--- src/rtl/fwg_pkg.sv ---
package fwg_pkg;

    // Width of the horizontal position and of the start/stop registers
    parameter int POS_W  = 8;
    // Width of the register address
    parameter int ADDR_W = 2;

    typedef enum logic {
        MODE_HARD_STOP = 1'b0,
        MODE_PROG      = 1'b1
    } mode_t;

    // Register addresses
    localparam logic [ADDR_W-1:0] ADDR_START = 2'd0;
    localparam logic [ADDR_W-1:0] ADDR_STOP  = 2'd1;
    localparam logic [ADDR_W-1:0] ADDR_MODE  = 2'd2;

    typedef struct packed {
        logic [POS_W-1:0] start;
        logic [POS_W-1:0] stop;
        mode_t            mode;
    } cfg_t;

    // Next state of the enable latch for one position.
    // Clearing wins over setting; a hard stop wins over both.
    function automatic logic latch_next(
        input logic             cur,
        input logic [POS_W-1:0] pos,
        input cfg_t             cfg,
        input logic             eol
    );
        logic n;
        n = cur;
        if (pos == cfg.start) n = 1'b1;
        if (pos == cfg.stop)  n = 1'b0;
        if (eol && cfg.mode == MODE_HARD_STOP) n = 1'b0;
        return n;
    endfunction

endpackage

--- src/rtl/fwg_hcounter.sv ---
module fwg_hcounter
    import fwg_pkg::*;
(
    input  logic             clk,
    input  logic             rst,
    input  logic             line_end,
    output logic [POS_W-1:0] hpos
);

    always_ff @(posedge clk) begin
        if (rst)
            hpos <= '0;
        else if (line_end)
            hpos <= '0;
        else
            hpos <= hpos + 1'b1;
    end

    assert_wrap_R2: assert property (@(posedge clk) disable iff (rst)
        line_end |=> (hpos == '0));

    assert_step_R2: assert property (@(posedge clk) disable iff (rst)
        !line_end |=> (hpos == $past(hpos) + 1'b1));

endmodule

--- src/rtl/fwg_cfg_regs.sv ---
module fwg_cfg_regs
    import fwg_pkg::*;
(
    input  logic              clk,
    input  logic              rst,
    input  logic              wr_en,
    input  logic [ADDR_W-1:0] wr_addr,
    input  logic [POS_W-1:0]  wr_data,
    output cfg_t              cfg
);

    always_ff @(posedge clk) begin
        if (rst) begin
            cfg.start <= '0;
            cfg.stop  <= '0;
            cfg.mode  <= MODE_HARD_STOP;
        end else if (wr_en) begin
            case (wr_addr)
                ADDR_START: cfg.start <= wr_data;
                ADDR_STOP:  cfg.stop  <= wr_data;
                ADDR_MODE:  cfg.mode  <= mode_t'(wr_data[0]);
                default:    ;
            endcase
        end
    end

    assert_start_write_R9: assert property (@(posedge clk) disable iff (rst)
        (wr_en && wr_addr == ADDR_START) |=> (cfg.start == $past(wr_data)));

    assert_stop_write_R9: assert property (@(posedge clk) disable iff (rst)
        (wr_en && wr_addr == ADDR_STOP) |=> (cfg.stop == $past(wr_data)));

endmodule

--- src/rtl/fwg_window.sv ---
module fwg_window
    import fwg_pkg::*;
#(
    parameter logic [POS_W-1:0] MIN_POS = 8'h18
) (
    input  logic             clk,
    input  logic             rst,
    input  logic [POS_W-1:0] hpos,
    input  logic             line_end,
    input  cfg_t             cfg,
    output logic             fetch_o
);

    logic latch_q;
    logic latch_d;
    logic above_min;

    always_comb begin
        latch_d   = latch_next(latch_q, hpos, cfg, line_end);
        above_min = (hpos >= MIN_POS);
    end

    always_ff @(posedge clk) begin
        if (rst) begin
            latch_q <= 1'b0;
            fetch_o <= 1'b0;
        end else begin
            latch_q <= latch_d;
            fetch_o <= latch_d && above_min;
        end
    end

    assert_min_limit_R3: assert property (@(posedge clk) disable iff (rst)
        fetch_o |-> ($past(hpos) >= MIN_POS));

    assert_stop_clears_R5: assert property (@(posedge clk) disable iff (rst)
        (hpos == cfg.stop) |=> !fetch_o);

    assert_start_sets_R4: assert property (@(posedge clk) disable iff (rst)
        (hpos == cfg.start && hpos != cfg.stop && hpos >= MIN_POS &&
         !(line_end && cfg.mode == MODE_HARD_STOP)) |=> fetch_o);

    assert_hard_stop_R7: assert property (@(posedge clk) disable iff (rst)
        (line_end && cfg.mode == MODE_HARD_STOP) |=> !fetch_o);

endmodule

--- src/rtl/fetch_window_gate.sv ---
module fetch_window_gate
    import fwg_pkg::*;
#(
    parameter logic [POS_W-1:0] MIN_POS = 8'h18
) (
    input  logic              clk,
    input  logic              rst,
    input  logic              line_end,
    input  logic              wr_en,
    input  logic [ADDR_W-1:0] wr_addr,
    input  logic [POS_W-1:0]  wr_data,
    output logic [POS_W-1:0]  hpos_o,
    output logic              fetch_o
);

    cfg_t cfg;

    fwg_hcounter u_hcnt (
        .clk      (clk),
        .rst      (rst),
        .line_end (line_end),
        .hpos     (hpos_o)
    );

    fwg_cfg_regs u_regs (
        .clk     (clk),
        .rst     (rst),
        .wr_en   (wr_en),
        .wr_addr (wr_addr),
        .wr_data (wr_data),
        .cfg     (cfg)
    );

    fwg_window #(.MIN_POS(MIN_POS)) u_win (
        .clk      (clk),
        .rst      (rst),
        .hpos     (hpos_o),
        .line_end (line_end),
        .cfg      (cfg),
        .fetch_o  (fetch_o)
    );

    assert_reset_state_R1: assert property (@(posedge clk)
        $past(rst) |-> (!fetch_o && hpos_o == '0));

endmodule

--- config.mk ---
export PLATFORM = sky130hd
export DESIGN_NAME = fetch_window_gate
export DESIGN_NICKNAME = d
export VERILOG_FILES = /design/src/rtl/fwg_pkg.sv /design/src/rtl/fwg_hcounter.sv /design/src/rtl/fwg_cfg_regs.sv /design/src/rtl/fwg_window.sv /design/src/rtl/fetch_window_gate.sv
export SDC_FILE = /design/constraint.sdc
export NUM_CORES = 1
export LEC_CHECK = 0
export BUFFER_PORTS_ARGS = -buffer_cell sky130_fd_sc_hd__clkbuf_2
export CAP_MARGIN = 25
export CORE_UTILIZATION = 55
export DETAILED_ROUTE_END_ITERATION = 16
export HOLD_SLACK_MARGIN = 0.1
export PLACE_DENSITY_LB_ADDON = 0.05
export SYNTH_ARGS = -nofsm -noshare
export SYNTH_HDL_FRONTEND = slang
export SYNTH_HIERARCHICAL = 1
export SYNTH_SLANG_ARGS = --single-unit
--- constraint.sdc ---
create_clock -name clk -period 2.4 [get_ports clk]
set_input_delay 0.48 -clock clk [delete_from_list [all_inputs] [get_ports clk]]
set_output_delay 0.48 -clock clk [all_outputs]
set_load 0.005 [all_outputs]
==> results of run 1 <==
[stage by stage]
| step | setup WS (ns) | area (um^2) | util [%] | power (mW) |
|---|---|---|---|---|
| final | 0.8773 | 1456 | 65.84 | 0.7500 |
| after detailed placement | 0.9569 | 1426 | 64.48 | 0.5604 |
| after floorplan | 1.137 | 1301 | - | 0.5365 |
| after global placement | 0.9789 | 1426 | 64.48 | 0.5579 |
| after global routing | 0.7394 | 1456 | 65.84 | 0.7775 |
| after CTS | 0.8630 | 1456 | 65.84 | 0.7589 |
[logic make-up (layout without fill, tap and decap cells)]
logic type | after synthesis | after routing | synth area share, %
AO/OA/AOI/OAI | 9 | 9 | 3.749
multiplexers | 17 | 17 | 13.08
adder cells (fa/ha/maj) | 1 | 1 | 0.9614
flip-flops | 27 | 27 | 41.54
AND/OR/NAND/NOR | 53 | 53 | 25.48
buffers and inverters | 6 | 28 | 2.403
XOR/XNOR | 19 | 19 | 12.79
[power by group through the flow]
stage	Clock [mW]	Combinational (mW)	Sequential [mW]
final	0.199	0.0791	0.472
after CTS	0.208	0.0790	0.472
after global placement	0	0.0763	0.482
after floorplan	0	0.0570	0.479
after detailed placement	0	0.0786	0.482
after global routing	0.216	0.0880	0.473
[worst reg2reg max path, cell delays in order (launching register included)]
cell,delay (ns)
dfxtp_1,0.49
xor2_1,0.10
nor4_1,0.32
a21oi_1,0.13
nor4b_1,0.32
[layout make-up]
type                       count  area, um^2
timing repair buffer          23       117.6
clock inverter                 1       7.507
clock buffer                   3       22.52
sequential                    27       540.5
fill                         200       755.7
multi-input combinational     99       729.5
inverter                       1       3.754
tap                           28       35.03
[flip-flops by register name, indices dropped and copies added (netlist names)]
register / count
u_regs/cfg: 17
u_hcnt/hpos: 8
u_win/fetch_o: 1
u_win/latch_q: 1
[cell usage in the layout, fill, tap and decap left out, types with 2 or more instances in the layout]
master,synthesis,routed
dfxtp_1,27,27
nand2b_1,25,25
clkbuf_2,0,22
mux2i_1,17,17
xor2_1,10,10
xnor2_1,9,9
nor2_1,6,6
a21oi_1,5,5
clkbuf_4,0,3
o21ai_0,3,3
or3_1,3,3
nand4_1,3,3
nand2_1,2,2
nand3_1,2,2
nand3b_1,2,2
nor4_1,2,2
[per-layer routing]
layer,vias up,GRT usage [%],share of wire (%)
met5,-,0,0
met4,0,8.333,0.71
met3,2,2.727,3.2
met2,19,32.67,46
met1,413,28.06,50
li1,492,-,-
[worst paths after layout]
kind / startpoint / endpoint / depth (start not counted)
worst max register to register: u_hcnt/hpos[0] / u_win/fetch_o / 4
worst min-delay path: wr_data[7] / u_regs/cfg[8] / 3
worst min register to register: u_regs/cfg[16] / u_regs/cfg[16] / 2
worst max-delay path: u_hcnt/hpos[2] / hpos_o[2] / 1
==> flow_summary.ini, run 1 <==
[clocking]
cts-root-buf = clkbuf_4
cts_sinks = 27
cts_resized = 0
post_cts.repair.setup_buffers = 0
clockBufferDepth = 2
cts_tree = yes
cts_buffers = 3
clk_latency_ns = 0.32
htreeDepth = 1
holdBufCountCts = 0
clkTransAtPathRegs_ns = 0.15

[layout]
fin_nets = 170
layout-drive-gt1-share_pct = 20.13
fin_cells = 182
areaGrowthSynthToFinish_pct = 11.92
diodes = 0

[logic_synthesis]
postSynthCellCount = 132
yosysSeqAreaShare_pct = 41.54
ys_warn_count = 6
synth_area_per_cell_um2 = 9.858
synthArstFlopShare_pct = 0
yosysMostFrequentCell = dfxtp_1
synthesis.nets = 147
synthFlopType = dfxtp_1
synth_area_leaders = dfxtp_1, mux2i_1, nand2b_1
synth_commonest_cells = dfxtp_1, nand2b_1, mux2i_1
synth_seq_cells = 27
synth_edf_count = 0
yosys.area.top_type_share_pct = 41.54
syn_area_um2 = 1301
yosysTopAreaCell = dfxtp_1
synth_cell_types = 28

[drt]
vias_per_cell = 5.088
wl_mm = 2.262
drt_iter0_markers = 7
vias = 926
wl_per_cell_um = 12.43
ant_nets = 0
route.detailed.drc = 0
first_pass_iters = 4

[grt]
grt_pass1_wl_mm = 3.967
grt_usage_pct = 20.59
grt_start_max_net_pins = 29
grt_pass1_vias = 889
antenna_found_initial = 0
grt_overflow = 0

[pwr]
switching_share_pct = 24.40
power_frac_seq_pct = 62.9
p_sw_mw = 0.1830
vdd_ir_drop_max_v = 0.0003614
pwr_density_cell_nw_per_um2 = 515.0
p_int_mw = 0.5670
p_leak_nw = 0.6296
clkPwrFrac_pct = 26.6
combPwrFrac_pct = 10.5

[sta]
setup_violations = 0
slew_headroom_pct = 71.96
fmax_mhz = 656.7
drv_slew = 0
holdWs_ns = 0.4024
fin_worst_skew_ns = 0.008706
fin_crit_sh_pct = 63.44
setup_tns_ns = 0
rsz0062_at_grt = false
worst_pin_slew_ns = 0.4101
finalCriticalPeriod_ns = 1.523
finalHoldViolCount = 0

[worst_setup_path]
cp-end-kind = primary output
critPathLaunchType = register
crit_type = register to primary output
crit_required_ns = 1.92
critPathSlowestCell = dfxtp_1
cpPeakStageDelay_ns = 0.54
cp_data_arrival_time_ns = 1.04
path_max_fanout = 7
critPathBufInv = 1
crit_family = flip-flops
r2r_slack_ns = 0.95
path_cells = clkbuf_2

[floorplan]
die-area_um2 = 2564
num_rows = 17
dieWidth_um = 50.64
core_um2 = 2212
die_h_um = 50.64
ioPinCount = 23
start_util_pct = 58.82

[run_status]
status = finished clean

[placed_design]
portBuffers = 22
placedCellCount = 178
gp_congestion = 0.7337
hpwl_mm = 1.689

[run]
maxCapViolations = 0

[min_path]
hp-class = primary input to register
No activity file was read; power rests on OpenSTA's default activity.
==> inputs of run 2 (changes only) <==
--- a/config.mk
+++ b/config.mk
@@ -7,7 +7,7 @@
 export LEC_CHECK = 0
 export BUFFER_PORTS_ARGS = -buffer_cell sky130_fd_sc_hd__clkbuf_2
 export CAP_MARGIN = 25
-export CORE_UTILIZATION = 55
+export CORE_UTILIZATION = 54
 export DETAILED_ROUTE_END_ITERATION = 16
 export HOLD_SLACK_MARGIN = 0.1
 export PLACE_DENSITY_LB_ADDON = 0.05
==> constraint.sdc (replaced) <==
create_clock -name clk -period 1.53 [get_ports clk]
set_input_delay 0.306 -clock clk [delete_from_list [all_inputs] [get_ports clk]]
set_output_delay 0.306 -clock clk [all_outputs]
set_load 0.005 [all_outputs]
==> run 2 against run 1 <==
Routed wire length up 2.5%; final area up 2.1%; sequential cell count unchanged; clock power up 50%; first-iteration DRC count rose to 3.1 times the previous value; sequential power up 57%; cell count up 1.6%; critical path depth up 1; clock skew up 0.0031 ns; critical path type unchanged; highest routed layer unchanged.
==> flow_summary.ini, run 2 (synthesized netlist as in run 1, its figures left out) <==
[pwr]
vdd_ir_drop_max_v = 0.0005475
p_leak_nw = 0.6522
pwr_density_cell_nw_per_um2 = 784.4
switching_share_pct = 23.89
p_sw_mw = 0.2788
p_int_mw = 0.8882
clkPwrFrac_pct = 25.6
power_frac_seq_pct = 63.5
combPwrFrac_pct = 10.9

[grt]
antenna_found_initial = 0
grt_usage_pct = 20.63
grt_pass1_vias = 891
grt_pass1_wl_mm = 4.022
grt_start_max_net_pins = 29
grt_overflow = 0

[sta]
fin_crit_sh_pct = 90.22
finalHoldViolCount = 0
slew_headroom_pct = 62.54
drv_slew = 0
fmax_mhz = 724.4
worst_slack_ns = 0.1496
finalCriticalPeriod_ns = 1.380
fin_worst_skew_ns = 0.01180
setup_tns_ns = 0
rsz0062_at_grt = false
setup_violations = 0
worst_pin_slew_ns = 0.5477

[worst_setup_path]
critPathCapture = hpos_o[4]
reg2reg_to = u_win/fetch_o
crit_family = flip-flops
cp-end-kind = primary output
critPathLaunchType = register
path_max_fanout = 5
cpPeakStageDelay_ns = 0.47
path_cells = buf_4 -> clkbuf_2
crit_type = register to primary output
cp-startpoint = u_hcnt/hpos[4]
crit_cells = 2
reg2reg_depth = 4
crit_required_ns = 1.22
critPathSlowestCell = dfxtp_1
critPathBufInv = 2
cp_data_arrival_time_ns = 1.07
r2r_slack_ns = 0.15
rr_startpoint = u_hcnt/hpos[0]

[clocking]
cts-root-buf = clkbuf_4
cts_tree = yes
clockBufferDepth = 2
clkTransAtPathRegs_ns = 0.15
htreeDepth = 1
clk_latency_ns = 0.32
cts_sinks = 27
holdBufCountCts = 0
post_cts.repair.setup_buffers = 0
cts_buffers = 3

[drt]
wl_per_cell_um = 12.54
wl_mm = 2.319
drt_iter0_markers = 22
vias = 946
first_pass_iters = 4
ant_nets = 0
route.detailed.drc = 0
vias_per_cell = 5.114

[layout]
diodes = 0
layout-drive-gt1-share_pct = 24.84
n_fill_cell = 187
top_regs = u_regs/cfg (17), u_hcnt/hpos (8)
layout_commonest_cell = nand2b_1
top_register = u_regs/cfg
areaGrowthSynthToFinish_pct = 14.33
fin_nets = 173
final_cell_mix = nand2b_1, dfxtp_1, clkbuf_2
largest_reg_flops = 17
final_util_pct = 66.61

[placed_design]
gp_congestion = 0.7601
post-place-ws_ns = 0.09911
hpwl_mm = 1.760
portBuffers = 22

[floorplan]
num_rows = 17
core_um2 = 2233
die_h_um = 51.09
dieWidth_um = 51.09
die-area_um2 = 2610
ioPinCount = 23
start_util_pct = 58.26

[min_path]
hp-class = primary input to register
min_from = wr_data[7]

[run_status]
status = finished clean

[run]
maxCapViolations = 0
-- run 2: worst min path at each step --
stage	endpoint	slack, ns	depth (start not counted)
2_1_floorplan	u_regs/cfg[0]	0.45	2
3_3_place_gp	u_regs/cfg[0]	0.46	2
3_5_place_dp	u_regs/cfg[0]	0.47	2
4_1_cts	u_regs/cfg[8]	0.21	3
5_1_grt	u_regs/cfg[4]	0.24	3
6_report	u_regs/cfg[8]	0.23	3
-- run 2: area by class of cell --
| type | instances | area, um^2 | share of cell area (%) |
|---|---|---|---|
| Timing Repair Buffer | 26 | 140.1 | 9.420 |
| Inverter | 1 | 3.754 | 0.2523 |
| Tap cell | 28 | 35.03 | 2.355 |
| Multi-Input combinational cell | 99 | 735.7 | 49.45 |
| Sequential cell | 27 | 545.5 | 36.67 |
| Clock inverter | 1 | 5.005 | 0.3364 |
| Clock buffer | 3 | 22.52 | 1.514 |
-- run 2: power groups by stage --
| stage | logic, mW | clock network (mW) | registers [mW] |
|---|---|---|---|
| detailed placement | 0.124 | 0 | 0.756 |
| floorplan | 0.0894 | 0 | 0.752 |
| CTS | 0.125 | 0.317 | 0.741 |
| finish | 0.127 | 0.299 | 0.741 |
| global placement | 0.120 | 0 | 0.755 |
| global route | 0.142 | 0.338 | 0.744 |
-- run 2: worst register-to-register path, cell delays in order (launching register included) --
cell and delay (ns):
dfxtp_2 0.38, xor2_1 0.17, nor4_1 0.32, a21oi_1 0.15, nor4b_2 0.28
-- run 2: timing repair --
item | CTS | global route
gates resized for setup | 0 | 5
hold endpoints to repair | 0 | 0
setup endpoints to repair | 0 | 1
-- run 2: stage by stage --
step	total power, mW	instance area (um^2)	hold slack (ns)	std cells
final	1.167	1488	0.2276	185
after global routing	1.224	1488	0.2372	185
after CTS	1.182	1476	0.2150	185
after detailed placement	0.8802	1449	0.4694	181
after global placement	0.8758	1449	0.4644	181
after floorplan	0.8415	1301	0.4523	132
-- run 2: routing by layer --
metal	GRT usage (%)	vias to the layer above	wire length (um)
met2	34.65	19	1128
li1	-	501	-
met4	6.944	0	14
met3	2.679	2	85
met5	0	-	0
met1	27.04	424	1090
